===== config.mk =====
export PLATFORM = sky130hd
export DESIGN_NAME = spi_engine
export DESIGN_NICKNAME = d
export VERILOG_FILES = /design/src/rtl/spi_pkg.sv /design/src/rtl/spi_sync.sv /design/src/rtl/spi_baud.sv /design/src/rtl/spi_engine.sv
export SDC_FILE = /design/constraint.sdc
export NUM_CORES = 1
export LEC_CHECK = 0
export BUFFER_PORTS_ARGS = -buffer_cell sky130_fd_sc_hd__buf_2
export CAP_MARGIN = 5
export CORE_ASPECT_RATIO = 0.8
export CORE_MARGIN = 2
export CORE_UTILIZATION = 51
export CTS_CLUSTER_SIZE = 25
export DETAILED_ROUTE_END_ITERATION = 16
export GPL_TIMING_DRIVEN = 0
export HOLD_SLACK_MARGIN = 0.05
export PLACE_DENSITY = 0.76
export SYNTH_ARGS = -nofsm -noshare
export SYNTH_HDL_FRONTEND = slang
export SYNTH_SLANG_ARGS = --single-unit
export TNS_END_PERCENT = 100

===== constraint.sdc =====
create_clock -name clk -period 3.1 [get_ports clk]
set_input_delay 0.31 -clock clk [delete_from_list [all_inputs] [get_ports clk]]
set_output_delay 0.31 -clock clk [all_outputs]
set_load 0.02 [all_outputs]

===== src/rtl/spi_pkg.sv =====
package spi_pkg;
  typedef logic [3:0] spi_mode_t;

  localparam spi_mode_t MODE_M_FAST   = 4'b0000;
  localparam spi_mode_t MODE_M_MID    = 4'b0001;
  localparam spi_mode_t MODE_M_SLOW   = 4'b0010;
  localparam spi_mode_t MODE_RSVD     = 4'b0011;
  localparam spi_mode_t MODE_S_SEL    = 4'b0100;
  localparam spi_mode_t MODE_S_FREE   = 4'b0101;
  localparam spi_mode_t MODE_M_RELOAD = 4'b1010;

  localparam int HALF_MID  = 4;
  localparam int HALF_SLOW = 16;

  function automatic logic mode_master(spi_mode_t m);
    return (m == MODE_M_FAST) || (m == MODE_M_MID) ||
           (m == MODE_M_SLOW) || (m == MODE_M_RELOAD);
  endfunction

  function automatic logic mode_slave(spi_mode_t m);
    return (m == MODE_S_SEL) || (m == MODE_S_FREE);
  endfunction
endpackage


===== src/rtl/spi_sync.sv =====
module spi_sync #(
  parameter int W = 1,
  parameter int STAGES = 2,
  parameter logic [W-1:0] RST_VAL = '0
) (
  input  logic         clk,
  input  logic         rst,
  input  logic [W-1:0] d,
  output logic [W-1:0] q
);
  logic [W-1:0] pipe [STAGES];

  for (genvar g = 0; g < STAGES; g++) begin : g_stage
    if (g == 0) begin : g_first
      always_ff @(posedge clk) begin
        if (rst) pipe[g] <= RST_VAL;
        else     pipe[g] <= d;
      end
    end else begin : g_next
      always_ff @(posedge clk) begin
        if (rst) pipe[g] <= RST_VAL;
        else     pipe[g] <= pipe[g-1];
      end
    end
  end

  assign q = pipe[STAGES-1];
endmodule


===== src/rtl/spi_baud.sv =====
module spi_baud #(
  parameter int HW = 9
) (
  input  logic          clk,
  input  logic          rst,
  input  logic          run,
  input  logic [HW-1:0] half,
  output logic          tick
);
  logic [HW-1:0] cnt;
  logic          at_end;

  assign at_end = (cnt == half - HW'(1));
  assign tick   = run && at_end;

  always_ff @(posedge clk) begin
    if (rst || !run) cnt <= '0;
    else if (at_end) cnt <= '0;
    else             cnt <= cnt + HW'(1);
  end
endmodule


===== src/rtl/spi_engine.sv =====
module spi_engine
  import spi_pkg::*;
#(
  parameter int DW = 8,
  parameter int RW = 8,
  parameter int SYNC_STAGES = 2
) (
  input  logic          clk,
  input  logic          rst,
  input  logic [3:0]    mode,
  input  logic [RW-1:0] baud_reload,
  input  logic          wr_en,
  input  logic [DW-1:0] wr_data,
  output logic [DW-1:0] rd_data,
  output logic          done,
  output logic          wcol,
  output logic          sck_o,
  input  logic          sck_i,
  input  logic          ss_n_i,
  output logic          sdo,
  output logic          sdo_oe,
  input  logic          sdi
);
  localparam int HW  = RW + 1;
  localparam int BCW = $clog2(DW);

  logic [HW-1:0]  half;
  logic           tick;
  logic           is_m, is_s, slave_en, busy;
  logic           busy_m, phase, samp, sck_prev;
  logic [BCW-1:0] bits;
  logic [DW-1:0]  sh;
  logic [1:0]     pins_s;
  logic           sck_s, ss_s, sck_rise, sck_fall;
  logic           last_bit;

  spi_sync #(.W(2), .STAGES(SYNC_STAGES), .RST_VAL(2'b10)) u_sync (
    .clk(clk), .rst(rst), .d({ss_n_i, sck_i}), .q(pins_s)
  );
  assign sck_s = pins_s[0];
  assign ss_s  = pins_s[1];

  always_comb begin
    case (mode)
      MODE_M_MID:    half = HW'(HALF_MID);
      MODE_M_SLOW:   half = HW'(HALF_SLOW);
      MODE_M_RELOAD: half = HW'(baud_reload) + HW'(1);
      default:       half = HW'(1);
    endcase
  end

  spi_baud #(.HW(HW)) u_baud (
    .clk(clk), .rst(rst), .run(is_m && busy_m), .half(half), .tick(tick)
  );

  assign is_m     = mode_master(mode);
  assign is_s     = mode_slave(mode);
  assign slave_en = (mode == MODE_S_FREE) || ((mode == MODE_S_SEL) && !ss_s);
  assign sck_rise = sck_s && !sck_prev;
  assign sck_fall = !sck_s && sck_prev;
  assign busy     = is_m ? busy_m : (slave_en && (phase || (bits != '0)));
  assign last_bit = (bits == BCW'(DW-1));
  assign sdo      = sh[DW-1];

  always_ff @(posedge clk) begin
    if (rst) begin
      sck_prev <= 1'b0;
      sdo_oe   <= 1'b0;
      sck_o    <= 1'b0;
      busy_m   <= 1'b0;
      bits     <= '0;
      phase    <= 1'b0;
      samp     <= 1'b0;
      sh       <= '0;
      rd_data  <= '0;
      done     <= 1'b0;
      wcol     <= 1'b0;
    end else begin
      sck_prev <= sck_s;
      sdo_oe   <= is_m || slave_en;
      if (!is_m) begin
        busy_m <= 1'b0;
        sck_o  <= 1'b0;
      end
      if (!is_m && !slave_en) begin
        bits  <= '0;
        phase <= 1'b0;
      end
      // master: sample on the rising toggle, shift on the falling toggle
      if (is_m && busy_m && tick) begin
        sck_o <= ~sck_o;
        if (!sck_o) begin
          samp <= sdi;
        end else begin
          sh <= {sh[DW-2:0], samp};
          if (last_bit) begin
            bits    <= '0;
            busy_m  <= 1'b0;
            done    <= 1'b1;
            rd_data <= {sh[DW-2:0], samp};
          end else begin
            bits <= bits + BCW'(1);
          end
        end
      end
      // slave: edges come from the synchronized pin
      if (slave_en) begin
        if (sck_rise) begin
          samp  <= sdi;
          phase <= 1'b1;
        end else if (sck_fall && phase) begin
          phase <= 1'b0;
          sh    <= {sh[DW-2:0], samp};
          if (last_bit) begin
            bits    <= '0;
            done    <= 1'b1;
            rd_data <= {sh[DW-2:0], samp};
          end else begin
            bits <= bits + BCW'(1);
          end
        end
      end
      if (wr_en && (is_m || is_s)) begin
        if (busy) begin
          wcol <= 1'b1;
        end else begin
          sh   <= wr_data;
          done <= 1'b0;
          wcol <= 1'b0;
          if (is_m) begin
            busy_m <= 1'b1;
            sck_o  <= 1'b0;
            bits   <= '0;
          end
        end
      end
    end
  end
endmodule


# Yosys cells after proc, flatten, opt, wreduce, memory -nomap -nowiden
# Memory sizes are Yosys's and may differ from the RTL's.
# Index checks and enable logic that the tools add are counted.
[classes]
add_sub_neg = 4
multipliers = 0
div_mod_pow = 0
order_cmp = 0
n_eq_ne = 7
n_shift = 0
n_mux = 61
n_bitwise = 3
n_reduce_logical = 28
[op_table]
columns = ["operator", "count"]
rows = [
  ["8-bit 2-to-1 mux", 14],
  ["1-bit 2-to-1 mux", 34],
  ["3-bit 2-to-1 mux", 10],
  ["9-bit one-hot mux with 3 select lines", 1],
  ["1-bit logical AND", 10],
  ["8-bit by 1-bit adder with 9-bit output (second input constant)", 1],
  ["9-bit by 1-bit adder with 9-bit output (second input constant)", 1],
  ["9-bit == test", 1],
  ["1-bit logical OR", 9],
  ["9-bit by 1-bit subtractor with 9-bit output (second input constant)", 1],
  ["4-bit by 3-bit == test with 1-bit output (second input constant)", 2],
  ["1-bit logical NOT", 6],
  ["4-bit by 1-bit == test with 1-bit output (second input constant)", 1],
  ["4-bit by 2-bit == test with 1-bit output (second input constant)", 1],
  ["4-bit == test (second input constant)", 1],
  ["4-bit logical NOT", 1],
  ["2-bit 2-to-1 mux", 2],
  ["3-bit by 1-bit adder with 3-bit output (second input constant)", 1],
  ["3-bit == test (second input constant)", 1],
  ["3-bit nonzero test", 1],
  ["1-bit OR", 2],
  ["2-bit OR reduction", 1],
  ["1-bit NOT", 1],
]
[word_totals]
register_bits = 36
latchBits = 0
ram_bits = 4
mem_bits_ro = 0
inputBits = 26
mem_count = 1
[memory_table]
columns = ["memory", "depth", "word_bits", "rd", "rd_clocked_by_memory_dff", "wr", "line", "text"]
rows = [
  ["u_sync.pipe", 2, 2, 2, 0, 2, "spi_sync.sv:11", "logic [W-1:0] pipe [STAGES];"],
]

# Depth between registers and ports, before layout
[logic_depth]
depth_word = 15
mapped_depth = 15
ltp_nobuf = 12

# Hierarchy
# From an unflattened synthesis, not the netlist that was laid out.
[unflattened]
cells_unflattened = 270
hier_area_um2 = 2362.3
[modules_own_cells]
columns = ["mod", "instances", "cells_each", "area_each_um2"]
rows = [
  ["spi_engine", 1, 185, 1576.5],
  ["spi_baud", 1, 77, 680.7],
  ["spi_sync", 1, 8, 105.1],
]

# Worst setup path before layout
# No wires, ideal clock.
[synth_path]
path_kind = "input port to flip-flop"
startpoint = "input port mode[1]"
endpoint = "register sh[1]"
setup_time_ps = 103
arrival_time_ps = 2845
slack_ps = 152
cell_stages = 11
cell_sequence = "or3b_2 a21oi_1 ha_1 o21ai_0 or4_1 a211o_1 nand3_1 a21oi_1 buf_6 buf_6 a2111oi_2"
[synth_via]
elab_chain_cells = 13
[synth_rtl]
columns = ["element", "line", "text"]
rows = [
  ["start, declared", "spi_engine.sv:10", "input logic [3:0] mode,"],
  ["branches (longest 12 deep; another with 9-bit by 1-bit subtractor with 9-bit output)", "--", ""],
  ["8-bit 2-to-1 mux *", "spi_engine.sv:123", "if (wr_en && (is_m || is_s)) begin"],
  ["end signal, assigned", "spi_engine.sv:95", "sh <= {sh[DW-2:0], samp};"],
  ["end signal, assigned", "spi_engine.sv:113", "sh <= {sh[DW-2:0], samp};"],
  ["end signal, assigned", "spi_engine.sv:127", "sh <= wr_data;"],
  ["end, declared", "spi_engine.sv:32", "logic [DW-1:0] sh;"],
]
# Mark *: on every way between the ends.
# A chain may end at the register's enable or synchronous reset.

# Final worst setup path
[layout_path]
startpoint = "input port mode[3]"
endpoint = "register sh[2]"
# Same word-level chain as after synthesis.

==> summary.md <==
| Metric | Value |
|---|---|
| Status | `completed` |
| GRT overflow | `0` |
| Vias/cell | `5.725` |
| Vias | `roughly 2,300` |
| Initial antenna violation count | `0` |
| Final worst slack | `0.1137 ns` |
| Most frequent cells in the layout | `41 x nor2_1, 40 x buf_2, 40 x dfxtp_1, 20 x nand2b_1, 13 x mux2i_1` |
| Setup bufs post-CTS | `0` |
| Die height | `66.34 um` |
| Die X | `about 82 um` |
| Synth Instances | `roughly 290` |
| Comb pwr share | `14.3%` |
| Synth Area in Compound Gates | `approximately 15%` |
| GP Congestion | `roughly 0.85` |
| Clock skew | `around 0.0073 ns` |
| Main combinational cell family by area after synthesis | `simple AND/OR/NAND/NOR gates` |
| CP Max Fanout | `10` |
| Main synth FF type | `dfxtp_1` |
| Slew Viols, Final | `0` |
| Post-synth EDFFs | `0` |
| Crit. End Element | `flop` |
| Switching power share of the total | `25.21%` |
| Clk sink count | `40` |
| Final Non-Filler Cells | `approximately 400` |
| Num CTS Buffers | `5` |
| Pwr Density | `about 380 mW/mm^2` |
| Reg power frac | `between 40 and 50%` |
| Share of layout cells above drive strength 1 | `~23%` |
| Synthesis-stage register bit count | `40` |
| Pre-CTS worst setup slack | `-0.4127 ns` |
| Initial core utilization | `a little over half` |
| Met1 Use GR | `between 30 and 40%` |
| Core Region | `between 0.004 and 0.005 mm^2` |
| Max-cap violation count | `0` |
| Largest net degree at the start of global routing | `13` |
| Mux cell area share after synthesis | `about 5.3%` |
| All-Layer GR Usage | `between 20% and 30%` |
| XOR/XNOR share of the synthesized area | `approximately 8.3%` |
| Period utilization | `~96%` |
| RSZ-0062 raised after global routing | `no` |
| Maximum root-to-sink buffer count | `2` |
| Pint | `between 0.8 and 0.9 mW` |
| IO Pins | `39` |
| DP HPWL | `approximately 4.3 mm` |
| Maximum clock rate | `about 330 MHz` |
| Layout Area Growth over Synthesis | `16.72%` |
| CTS tree | `done` |
| Post-synth ARST share | `0%` |
| Final hold viol count | `0` |
| Synth Area in Simple Gates | `a little under a third` |
| ANT cells | `0` |
| Hold buffers post-CTS | `0` |
| Leakage | `roughly 1.2 nW` |
| CP required | `3.29 ns` |
| Syn. warnings | `0` |
| Synth Area in Adders | `3.030%` |
| Grt met2 use | `approximately a third` |
| DR pass1 iterations | `5` |
| Critical path class | `primary input to flop` |
| Clock period minus worst slack | `2.986 ns` |
| Drt total wl | `5.704 mm` |
| Worst slew margin | `about three fifths` |
| Clock slew seen by the registers of the worst setup and hold paths | `~0.080 ns` |
| Worst-Skew Late Latency | `~0.29 ns` |
| Vias in the first global route | `slightly above 2,000` |
| Max rail drop VDD | `0.2856 mV` |
| Mean Syn Cell Area | `8.572 um^2` |
| Antenna viol nets, final | `0` |
| GR peak layer | `met1` |
| Post-layout util | `between 60 and 70%` |
| Root Driver | `clkbuf_8` |
| Total number of H-tree levels | `2` |
| First-pass GRT wire length | `around 9.4 mm` |
| Die area | `roughly 0.0054 mm^2` |
| Hold Path Class | `primary input to flop` |
| Sequential-to-total area share from yosys stat | `32.32%` |
| Post-Syn Area | `0.002477 mm^2` |
| Clk pwr share | `between 30% and 40%` |
| NetSw | `about 0.28 mW` |
| DRC marker count from the first detailed-route iteration | `196` |
| Slew @ Worst Pin | `0.6078 ns` |
| Post-synth net total | `321` |
| Wire per inst | `between 10 and 15 um` |
| Min-delay src | `ss_n_i` |
| Dpl cells | `~390` |
| Nets@finish | `roughly 360` |
| PortBufs | `36` |
| Setup Viol. Count Final | `0` |
| Count of cell types in the netlist | `52` |
| Row count | `22` |
| Met3 Use GR | `around 4.2%` |
| Commonest non-fill, non-tap cell in the layout | `nor2_1` |
| Crit path arrival time | `around 3.2 ns` |
| DRC Markers | `0` |
| CP Launch Type | `primary input` |
| Reg2Reg Launch Point | `bits[0]` |
| CP Launch Point | `mode[3]` |
==> final cells by class <==
type                       count  area [um^2]
fill                         412         1733
buffer                        14        80.08
tap                           60        75.07
clock buffer                   6        72.57
clock inverter                 2        35.03
inverter                       7        26.28
timing repair buffer          36        180.2
multi-input combinational    228         1622
sequential                    40        800.8
==> registers in the layout (all words and copies together), names as in the netlist, 3 cells and up <==
register / count
bits: 3
sh: 8
u_sync.pipe: 4
u_baud.cnt: 9
rd_data: 8
==> power by group through the flow <==
stage	sequential (mW)	clock (mW)	combinational [mW]
after global placement	0.544	0	0.148
after detailed placement	0.544	0	0.150
after global routing	0.534	0.447	0.174
after CTS	0.532	0.422	0.152
after floorplan	0.545	0	0.100
final	0.533	0.417	0.159
==> worst max-delay path: stages <==
cell	delay (ns)
buf_2	0.11
buf_2	0.22
inv_1	0.10
o21ai_1	0.23
a21oi_4	0.10
ha_2	0.21
o21ai_1	0.19
a21oi_1	0.09
o21ai_0	0.10
or4b_4	0.50
a221oi_2	0.30
a21oi_2	0.10
buf_6	0.16
buf_8	0.15
a2111oi_2	0.29
==> cells by family after synthesis <==
logic type                 after synthesis
AOI/OAI and AO/OA                       48
DFF                                     40
buffers and inverters                   21
xor gates and xnor gates                22
muxes                                   13
adders and majority gates                6
and+or+nand+nor                        139
==> worst paths after layout <==
| kind | to | slack, ns | cells after the start |
|---|---|---|---|
| setup reg to reg | sh[7] | 0.76 | 8 |
| hold / removal | u_sync.pipe[0][1] | 0.20 | 2 |
| setup / recovery | sh[2] | 0.11 | 15 |
| hold reg to reg | u_sync.pipe[1][1] | 0.41 | 1 |
==> per-stage QoR <==
step | area (um^2) | setup TNS, ns | power [mW] | hold slack (ns)
after global routing | 2892 | 0 | 1.155 | 0.2109
after detailed placement | 2733 | -8.345 | 0.6943 | 0.3937
final | 2892 | 0 | 1.108 | 0.2030
after floorplan | 2477 | 0 | 0.6456 | 0.3895
after CTS | 2844 | 0 | 1.106 | 0.2009
after global placement | 2733 | -7.601 | 0.6917 | 0.3966
==> synth_stat cells (3+ instances only) <==
master | instances | share of area [%]
a2111oi_2 | 7 | 4.2
a21oi_1 | 12 | 2.4
a31oi_1 | 3 | 0.76
and2_1 | 3 | 0.76
and3_1 | 6 | 1.5
buf_2 | 4 | 0.81
clkbuf_1 | 7 | 1.1
dfxtp_1 | 40 | 32
ha_1 | 6 | 3.0
inv_1 | 7 | 1.1
mux2i_1 | 13 | 5.3
nand2_1 | 12 | 1.8
nand2b_1 | 20 | 5.1
nand3_1 | 11 | 2.2
nand4_1 | 7 | 1.8
nor2_1 | 41 | 6.2
nor2b_1 | 7 | 1.8
nor3_1 | 3 | 0.61
nor4_1 | 9 | 2.3
o211ai_1 | 4 | 1.2
o21ai_0 | 9 | 1.8
or4_1 | 3 | 0.91
xnor2_1 | 10 | 3.5
xor2_1 | 11 | 3.9
==> timing repair <==
item / 4_1_cts / 5_1_grt
resized for setup: 2 / 10
pin swaps: 0 / 1
endpoints found under the setup margin: 18 / 22
cloned: 0 / 0
==> layer usage <==
| metal | vias to the layer above | wire (um) |
|---|---|---|
| met2 | 79 | 2394 |
| li1 | 1131 | - |
| met1 | 1032 | 2873 |
| met4 | 0 | 61 |
| met3 | 8 | 375 |
| met5 | - | 0 |
Note: power is estimated with default switching activity, not from simulation.
